===== src/rtl/pld_oc_pkg.sv =====
`timescale 1ns/1ps
package pld_oc_pkg;
  typedef enum logic [1:0] {FF_D = 2'd0, FF_T = 2'd1, FF_JK = 2'd2, FF_SR = 2'd3} ff_mode_e;

  function automatic logic ff_next(input ff_mode_e mode, input logic q,
                                   input logic a, input logic b);
    logic n;
    unique case (mode)
      FF_D:    n = a;
      FF_T:    n = q ^ a;
      FF_JK:   n = (a & ~b) | (~b & q) | (a & ~q);
      FF_SR:   n = (a & ~b) | (q & ~(b & ~a));
      default: n = q;
    endcase
    return n;
  endfunction
endpackage


===== src/rtl/pld_term_sum.sv =====
`timescale 1ns/1ps
module pld_term_sum #(
  parameter int NATIVE_PT = 4,
  parameter int BORROW_PT = 2,
  parameter int SECOND_PT = 2
) (
  input  logic [NATIVE_PT-1:0] pt_native,
  input  logic [BORROW_PT-1:0] pt_borrow_in,
  input  logic [SECOND_PT-1:0] pt_second,
  input  logic [BORROW_PT-1:0] cfg_borrow_en,
  input  logic [NATIVE_PT-1:0] cfg_lend_en,
  input  logic                 cfg_invert,
  output logic                 sum_pol,
  output logic                 second_sum,
  output logic [NATIVE_PT-1:0] lend_out
);
  logic [NATIVE_PT-1:0] kept;
  logic [BORROW_PT-1:0] taken;

  for (genvar n = 0; n < NATIVE_PT; n++) begin : g_native
    assign kept[n]     = pt_native[n] & ~cfg_lend_en[n];
    assign lend_out[n] = pt_native[n] &  cfg_lend_en[n];
  end

  for (genvar b = 0; b < BORROW_PT; b++) begin : g_borrow
    assign taken[b] = pt_borrow_in[b] & cfg_borrow_en[b];
  end

  assign sum_pol    = (|kept | |taken) ^ cfg_invert;
  assign second_sum = |pt_second;
endmodule


===== src/rtl/pld_clk_pick.sv =====
`timescale 1ns/1ps
module pld_clk_pick (
  input  logic clk,
  input  logic rst_n,
  input  logic use_pin,
  input  logic clk_pin,
  input  logic pt_clk,
  output logic clk_event
);
  logic src, src_q;

  assign src = use_pin ? clk_pin : pt_clk;

  always_ff @(posedge clk or negedge rst_n) begin
    if (!rst_n) src_q <= 1'b1;
    else        src_q <= src;
  end

  assign clk_event = src & ~src_q;
endmodule


===== src/rtl/pld_state_elem.sv =====
`timescale 1ns/1ps
module pld_state_elem
  import pld_oc_pkg::*;
#(
  parameter int CLR_PT = 2
) (
  input  logic              clk,
  input  logic              rst_n,
  input  ff_mode_e          mode,
  input  logic              in_a,
  input  logic              in_b,
  input  logic              clk_event,
  input  logic              pre,
  input  logic [CLR_PT-1:0] clr_terms,
  input  logic              load,
  input  logic              wdata,
  output logic              q_eff
);
  logic q_reg, clr;

  assign clr = |clr_terms;

  always_ff @(posedge clk or negedge rst_n) begin
    if (!rst_n)         q_reg <= 1'b0;
    else if (clr)       q_reg <= 1'b0;
    else if (pre)       q_reg <= 1'b1;
    else if (load)      q_reg <= wdata;
    else if (clk_event) q_reg <= ff_next(mode, q_reg, in_a, in_b);
  end

  always_comb begin
    if (clr)      q_eff = 1'b0;
    else if (pre) q_eff = 1'b1;
    else          q_eff = q_reg;
  end
endmodule


===== src/rtl/pld_out_cell.sv =====
`timescale 1ns/1ps
module pld_out_cell
  import pld_oc_pkg::*;
#(
  parameter int NATIVE_PT = 4,
  parameter int BORROW_PT = 2,
  parameter int SECOND_PT = 2,
  parameter int CLR_PT    = 2
) (
  input  logic                 clk,
  input  logic                 rst_n,
  input  logic [NATIVE_PT-1:0] pt_native,
  input  logic [BORROW_PT-1:0] pt_borrow_in,
  input  logic [SECOND_PT-1:0] pt_second,
  input  logic                 pt_clk,
  input  logic                 clk_pin,
  input  logic                 pt_pre,
  input  logic [CLR_PT-1:0]    pt_clr,
  input  logic [1:0]           cfg_mode,
  input  logic                 cfg_clk_pin,
  input  logic                 cfg_invert,
  input  logic                 cfg_use_reg,
  input  logic [BORROW_PT-1:0] cfg_borrow_en,
  input  logic [NATIVE_PT-1:0] cfg_lend_en,
  input  logic                 cpu_load,
  input  logic                 cpu_wdata,
  output logic                 cpu_rdata,
  output logic                 pin_out,
  output logic                 fb_out,
  output logic [NATIVE_PT-1:0] lend_out
);
  logic sum_pol, second_sum, clk_event, q_eff;

  pld_term_sum #(
    .NATIVE_PT(NATIVE_PT), .BORROW_PT(BORROW_PT), .SECOND_PT(SECOND_PT)
  ) u_sum (
    .pt_native(pt_native), .pt_borrow_in(pt_borrow_in), .pt_second(pt_second),
    .cfg_borrow_en(cfg_borrow_en), .cfg_lend_en(cfg_lend_en),
    .cfg_invert(cfg_invert), .sum_pol(sum_pol), .second_sum(second_sum),
    .lend_out(lend_out)
  );

  pld_clk_pick u_clk (
    .clk(clk), .rst_n(rst_n), .use_pin(cfg_clk_pin), .clk_pin(clk_pin),
    .pt_clk(pt_clk), .clk_event(clk_event)
  );

  pld_state_elem #(.CLR_PT(CLR_PT)) u_ff (
    .clk(clk), .rst_n(rst_n), .mode(ff_mode_e'(cfg_mode)), .in_a(sum_pol),
    .in_b(second_sum), .clk_event(clk_event), .pre(pt_pre), .clr_terms(pt_clr),
    .load(cpu_load), .wdata(cpu_wdata), .q_eff(q_eff)
  );

  assign cpu_rdata = q_eff;
  assign pin_out   = cfg_use_reg ? q_eff : sum_pol;
  assign fb_out    = pin_out;
endmodule


===== config.mk =====
export PLATFORM = sky130hd
export DESIGN_NAME = pld_out_cell
export DESIGN_NICKNAME = d
export VERILOG_FILES = /design/src/rtl/pld_oc_pkg.sv /design/src/rtl/pld_term_sum.sv /design/src/rtl/pld_clk_pick.sv /design/src/rtl/pld_state_elem.sv /design/src/rtl/pld_out_cell.sv
export SDC_FILE = /design/constraint.sdc
export NUM_CORES = 1
export LEC_CHECK = 0
export CAP_MARGIN = 20
export CORE_AREA = 2 2 39 41
export DETAILED_ROUTE_END_ITERATION = 7
export DIE_AREA = 0 0 41 43
export PLACE_DENSITY = 0.72
export SYNTH_ARGS = -nofsm -noshare
export SYNTH_HDL_FRONTEND = slang
export SYNTH_SLANG_ARGS = --single-unit

===== constraint.sdc =====
create_clock -name clk -period 1.82 [get_ports clk]
set_clock_uncertainty 0.2 [all_clocks]
set_input_delay 0.273 -clock clk [delete_from_list [all_inputs] [get_ports clk]]
set_output_delay 0.273 -clock clk [all_outputs]
set_load 0.01 [all_outputs]

==> impl_metrics.toml, run 1 <==
[timing]
finalSetupTns_ns = 0
hold_ws_ns = 0.321
fin_crit_ns = 1.77
setup_viol = 0
slew_violations = 0
relSlewSlack_pct = 77.6
worst_slew_pin_slew_ns = 0.335
hold_viol_final = 0
fmax_mhz = 564
rsz0062_at_grt = "yes"
post-route-period-util_pct = 97.4

[setup_path]
cp.required_ns = 1.35
cp_data_arrival_time_ns = 1.30
critPathMaxFanout = 3
crit_chain = "clkdlybuf4s15_1 > nor2b_4 > or3_4 > nor2_4 > o31ai_2 > buf_2"
cp_slowest_cell = "or3_4"
slowest_delay_ns = 0.40
crit_type = "primary input to output pin"
end_kind = "output pin"
start_kind = "primary input"

[die]
rows = 14
dieArea_sq_um = 1760
core_area_sq_um = 1380
start_util_pct = 24.1
num_io_pins = 35
fp.dieH_um = 43
die_w_um = 41

[synth]
synthCells = 43
synth_top_area_share_pct = 8.99
syn_area_sq_um = 334
synth_top_area_cell = "o2111ai_2"
syn_nets = 71
synth.distinct_cells = 27
yosysWarnings = 0
syn_area_per_cell_sq_um = 7.77
ys_top_cells_by_area = "o2111ai_2 9.0%, dfstp_2 7.9%, dfrtp_1 7.5%, and2_1 5.6%, nor2b_1 5.6%"
ys_seq_area_share_pct = 15.4
synth_seq_cells = 2

[final_layout]
seqCellArea_sq_um = 51.3
antenna_cells = 0
multiInputGateArea_sq_um = 325
drive_gt1_share_pct = 48.4
area_delta_synth_final_pct = 151
nets = 122
num-fill-cells = 144

[clock_tree]
clock_path_buffers = 2
cts_tree = "done"
clkLatencyLatePin_ns = 0.23
cts_made_buffers = 3
cts.sink_count = 2
cts_root_buf = "clkbuf_4"
cts-htree-levels = 1
clkTransAtPathRegs_ns = 0.04

[detailed_routing]
routed_wl_mm = 1.40
drt_first_pass_iters = 3
ant_nets = 0
drc = 0
wl_per_cell_um = 12.9
num_vias = 522
drt_iter0_drc = 6
vias_per_cell = 4.79

[global_route]
grt_max_degree = 6
grt_pass1_wl_mm = 2.15
first_global_vias = 565
antenna_found_initial = 0
grt_overflow = 0
track_usage_pct = 18.4

[place]
dp.final_hpwl_um = 958
gp_congestion = 0.825
io_buffers = 34

[job]
drv_cap = 0

[run_status]
status = "finished clean"

[pwr]
p_leak_nw = 0.394
power.density_nw_per_um2 = 400
ir_drop_v = 0.000243

[hold_path]
hold_class = "primary input to flip-flop"
-- area by class of cell --
| type | count | area share [%] |
|---|---|---|
| Clock buffer | 4 | 3.13 |
| Sequential cell | 2 | 6.11 |
| Inverter | 3 | 1.34 |
| Tap cell | 16 | 2.38 |
| Timing Repair Buffer | 47 | 48.3 |
| Multi-Input combinational cell | 37 | 38.7 |
-- Yosys cell counts (all sizes together) --
| master | number |
|---|---|
| a2111oi | 1 |
| a211o | 1 |
| a21o | 1 |
| a21oi | 2 |
| and2 | 4 |
| buf | 1 |
| dfrtp | 1 |
| dfstp | 1 |
| inv | 3 |
| mux2 | 1 |
| mux2i | 1 |
| nand2 | 4 |
| nand2b | 1 |
| nor2 | 3 |
| nor2b | 4 |
| nor3 | 2 |
| nor3b | 1 |
| o2111ai | 2 |
| o211ai | 1 |
| o21a | 1 |
| o21ai | 3 |
| o31a | 1 |
| o31ai | 2 |
| or3 | 1 |
-- worst paths after layout --
check                                        from                     end  slack (ns)  cells after the start
setup / recovery                     pt_native[3]                  fb_out        0.05                      6
hold / removal                          pt_clr[1]  u_ff.q_reg$_DFFE_PN0P_        0.32                      4
setup reg to reg           u_ff.q_reg$_DFFE_PN0P_  u_ff.q_reg$_DFFE_PN0P_        0.20                      4
hold reg to reg             u_clk.src_q$_DFF_PN1_  u_ff.q_reg$_DFFE_PN0P_        0.54                      3
max in group asynchronous                   rst_n   u_clk.src_q$_DFF_PN1_        0.67                      2
min in group asynchronous                   rst_n  u_ff.q_reg$_DFFE_PN0P_        0.54                      2
-- power by group --
part           internal [mW]  switching, mW  leakage, nW
clock                 0.0817         0.0300       0.0150
combinational          0.106         0.0672        0.355
sequential            0.0493        0.00180       0.0237
-- cells by family after synthesis --
logic type	after synthesis	share of synthesized area (%)
buf+inv	4	5.62
simple gates	20	35.2
flops	2	15.4
mux	2	6.37
compound gates	15	37.5
-- layout by cell type (no fill, tap or decap), drive strengths merged --
cell	instances
clkbuf	5
o21a	1
and2	4
a211o	1
o211ai	1
dlygate4sd3	1
dlymetal6s2s	3
nand2	4
o31ai	2
mux2i	1
nor2b	4
o2111ai	2
inv	3
nor3b	1
o31a	1
clkdlybuf4s15	2
dlygate4sd2	3
dfstp	1
mux2	1
a21oi	2
a21o	1
a2111oi	1
nand2b	1
buf	22
or3	1
o21ai	3
dfrtp	1
nor2	3
nor3	2
clkdlybuf4s50	15
-- critical path: cells and delay by family --
family	cells	cell delay (ns)
simple gates	3	0.63
compound gates	1	0.08
buf+inv	2	0.31
-- per-stage QoR --
stage                     worst slack (ns)  area (sq um)  cells  total power, mW  utilization (%)
final                               0.0477           840    109            0.336             60.7
after global routing               -0.0248           840    109            0.365             60.7
after CTS                          0.00144           821    110            0.338             59.3
after detailed placement            -0.737           767    102            0.214             55.4
after global placement              -0.694           767    102            0.211             55.4
after floorplan                     0.0643           339     43            0.106                -
-- routing by layer --
| metal | part of all wire, % | GRT usage, % | vias to the layer above |
|---|---|---|---|
| met1 | 34 | 17.1 | 228 |
| met3 | 12 | 5.24 | 6 |
| li1 | - | - | 256 |
| met4 | 3.6 | 16.0 | 0 |
| met5 | 0 | 0 | - |
| met2 | 51 | 30.0 | 32 |
-- repair_timing --
action / in CTS / in global routing
hold buffers: 1 / 0
hold endpoints to repair: 1 / 0
endpoints found under the setup margin: 8 / 4
cloned: 0 / 0
gates resized for setup: 54 / 10
pin swaps: 7 / 6
buffers inserted: 3 / 0
Note: power is estimated with default switching activity, not from simulation.
==> run 2: changes to the inputs <==
--- a/config.mk
+++ b/config.mk
@@ -6,10 +6,12 @@
 export NUM_CORES = 1
 export LEC_CHECK = 0
 export CAP_MARGIN = 20
-export CORE_AREA = 2 2 39 41
+export CELL_PAD_IN_SITES_DETAIL_PLACEMENT = 1
+export CELL_PAD_IN_SITES_GLOBAL_PLACEMENT = 2
+export CORE_MARGIN = 1.5
+export CORE_UTILIZATION = 12
 export DETAILED_ROUTE_END_ITERATION = 7
-export DIE_AREA = 0 0 41 43
-export PLACE_DENSITY = 0.72
+export PLACE_DENSITY_LB_ADDON = 0.1
 export SYNTH_ARGS = -nofsm -noshare
 export SYNTH_HDL_FRONTEND = slang
 export SYNTH_SLANG_ARGS = --single-unit
==> impl_metrics.toml, run 2 (synthesized netlist as in run 1, its figures left out) <==
[setup_path]
cp_slowest_cell = "or3_4"
cp.buffers_inverters = 2
slowest_delay_ns = 0.40
crit_type = "primary input to output pin"
critPathMaxFanout = 3
end_kind = "output pin"
start_kind = "primary input"
cp.required_ns = 1.35
crit_chain = "clkdlybuf4s15_1 > nor2b_4 > or3_4 > nor2_4 > o31ai_2 > buf_2"
cp_data_arrival_time_ns = 1.31
critical_path.top_delay_family = "simple AND/OR/NAND/NOR gates"

[detailed_routing]
routed-wl-met3_um = 80
wl_per_cell_um = 10.5
routed_wl_mm = 1.31
drt_iter0_drc = 7
vias_per_cell = 4.14
highest_layer = "met3"
drc = 0
ant_nets = 0
num_vias = 518
wirelength_met1_um = 598
wl_met2_um = 635
drt_first_pass_iters = 3

[final_layout]
drive_gt1_share_pct = 48.4
fin_cells = 125
area_delta_synth_final_pct = 173
antenna_cells = 0
num-fill-cells = 305
nets = 124
layout_commonest_cell = "buf_4"
final_cell_mix = "14 x buf_4, 13 x clkdlybuf4s50_1, 5 x buf_6, 5 x dlygate4sd2_1"

[job]
drv_cap = 0

[pwr]
pwr-share-clk_pct = 32.3
power.density_nw_per_um2 = 377
power_frac_seq_pct = 14.8
ir_drop_v = 0.000338
switching_share_pct = 28.4
p_comb_share_pct = 52.8
p_leak_nw = 0.432
p_sw_mw = 0.0976
intPower_mw = 0.246

[timing]
relSlewSlack_pct = 78.8
rsz0062_at_grt = "yes"
post-route-period-util_pct = 98.1
worst_slew_pin_slew_ns = 0.317
fmax_mhz = 560
slew_violations = 0
setup_viol = 0
setup_slack_ns = 0.0352
fin_crit_ns = 1.78
hold_viol_final = 0

[clock_tree]
cts_tree = "done"
cts.sink_count = 2
cts-htree-levels = 1
cts_root_buf = "clkbuf_4"
clock_path_buffers = 2
clkTransAtPathRegs_ns = 0.04
cts_made_buffers = 3
clkLatencyLatePin_ns = 0.23

[die]
core_area_sq_um = 2540
start_util_pct = 13.1
fp.dieH_um = 55.8
dieArea_sq_um = 3110
die_w_um = 55.8
rows = 18
num_io_pins = 35

[place]
gp_congestion = 0.758
place_ws_ns = -0.760
io_buffers = 34
dp.final_hpwl_mm = 1.10
dp.cells = 118

[run_status]
status = "finished clean"

[global_route]
track_usage_pct = 8.71
grt_max_degree = 6
grt_pass1_wl_mm = 2.24
grt_overflow = 0
first_global_vias = 554
antenna_found_initial = 0

[hold_path]
hold_class = "primary input to flip-flop"
## run 2: final cells by class
| class | count | area (sq um) | share of cell area, % |
|---|---|---|---|
| Timing Repair Buffer | 49 | 450 | 49.4 |
| Multi-Input combinational cell | 37 | 335 | 36.8 |
| Sequential cell | 2 | 51.3 | 5.62 |
| Tap cell | 30 | 37.5 | 4.12 |
| Clock buffer | 4 | 26.3 | 2.88 |
| Inverter | 3 | 11.3 | 1.23 |
## run 2: final timing paths
path | start | to | depth (start not counted) | slack [ns]
setup / recovery | pt_native[3] | pin_out | 6 | 0.04
hold reg to reg | u_ff.q_reg$_DFFE_PN0P_ | u_ff.q_reg$_DFFE_PN0P_ | 4 | 0.54
max in group asynchronous | rst_n | u_clk.src_q$_DFF_PN1_ | 2 | 0.66
hold / removal | pt_clr[0] | u_ff.q_reg$_DFFE_PN0P_ | 5 | 0.32
setup reg to reg | u_ff.q_reg$_DFFE_PN0P_ | u_ff.q_reg$_DFFE_PN0P_ | 4 | 0.16
min in group asynchronous | rst_n | u_ff.q_reg$_DFFE_PN0P_ | 2 | 0.55
## run 2: power groups by stage
stage | Clock (mW) | Combinational [mW] | Sequential, mW
final | 0.111 | 0.182 | 0.0510
after global routing | 0.120 | 0.198 | 0.0514
after CTS | 0.119 | 0.172 | 0.0507
after detailed placement | 0 | 0.170 | 0.0513
after global placement | 0 | 0.169 | 0.0513
after floorplan | 0 | 0.0531 | 0.0525
## run 2: worst register-to-register path: stages, from the launching register on
cell	delay [ns]
dfrtp_1	0.38
buf_4	0.16
a2111oi_2	0.39
o2111ai_2	0.16
o31ai_2	0.27
## run 2: what timing repair did
item,4_1_cts,5_1_grt
resized for setup,57,16
hold buffers,1,0
setup buffers,1,1
pin swaps,8,10
endpoints found under the hold margin,1,0
endpoints found under the setup margin,8,4
## run 2: stage by stage
step / power [mW] / utilization (%) / hold slack (ns) / area (sq um) / setup TNS, ns
floorplan: 0.106 / - / -0.223 / 339 / 0
global route: 0.370 / 35.8 / 0.354 / 912 / -0.0573
detailed placement: 0.221 / 31.4 / 0.248 / 800 / -2.48
finish: 0.344 / 35.8 / 0.321 / 912 / 0
global placement: 0.220 / 31.4 / 0.247 / 800 / -2.39
CTS: 0.342 / 33.2 / 0.464 / 846 / 0
## run 2: per-layer routing
layer	global-route usage [%]	up-vias
li1	-	264
met2	15.0	20
met4	4.18	0
met1	10.4	234
met5	0	-
met3	1.40	0
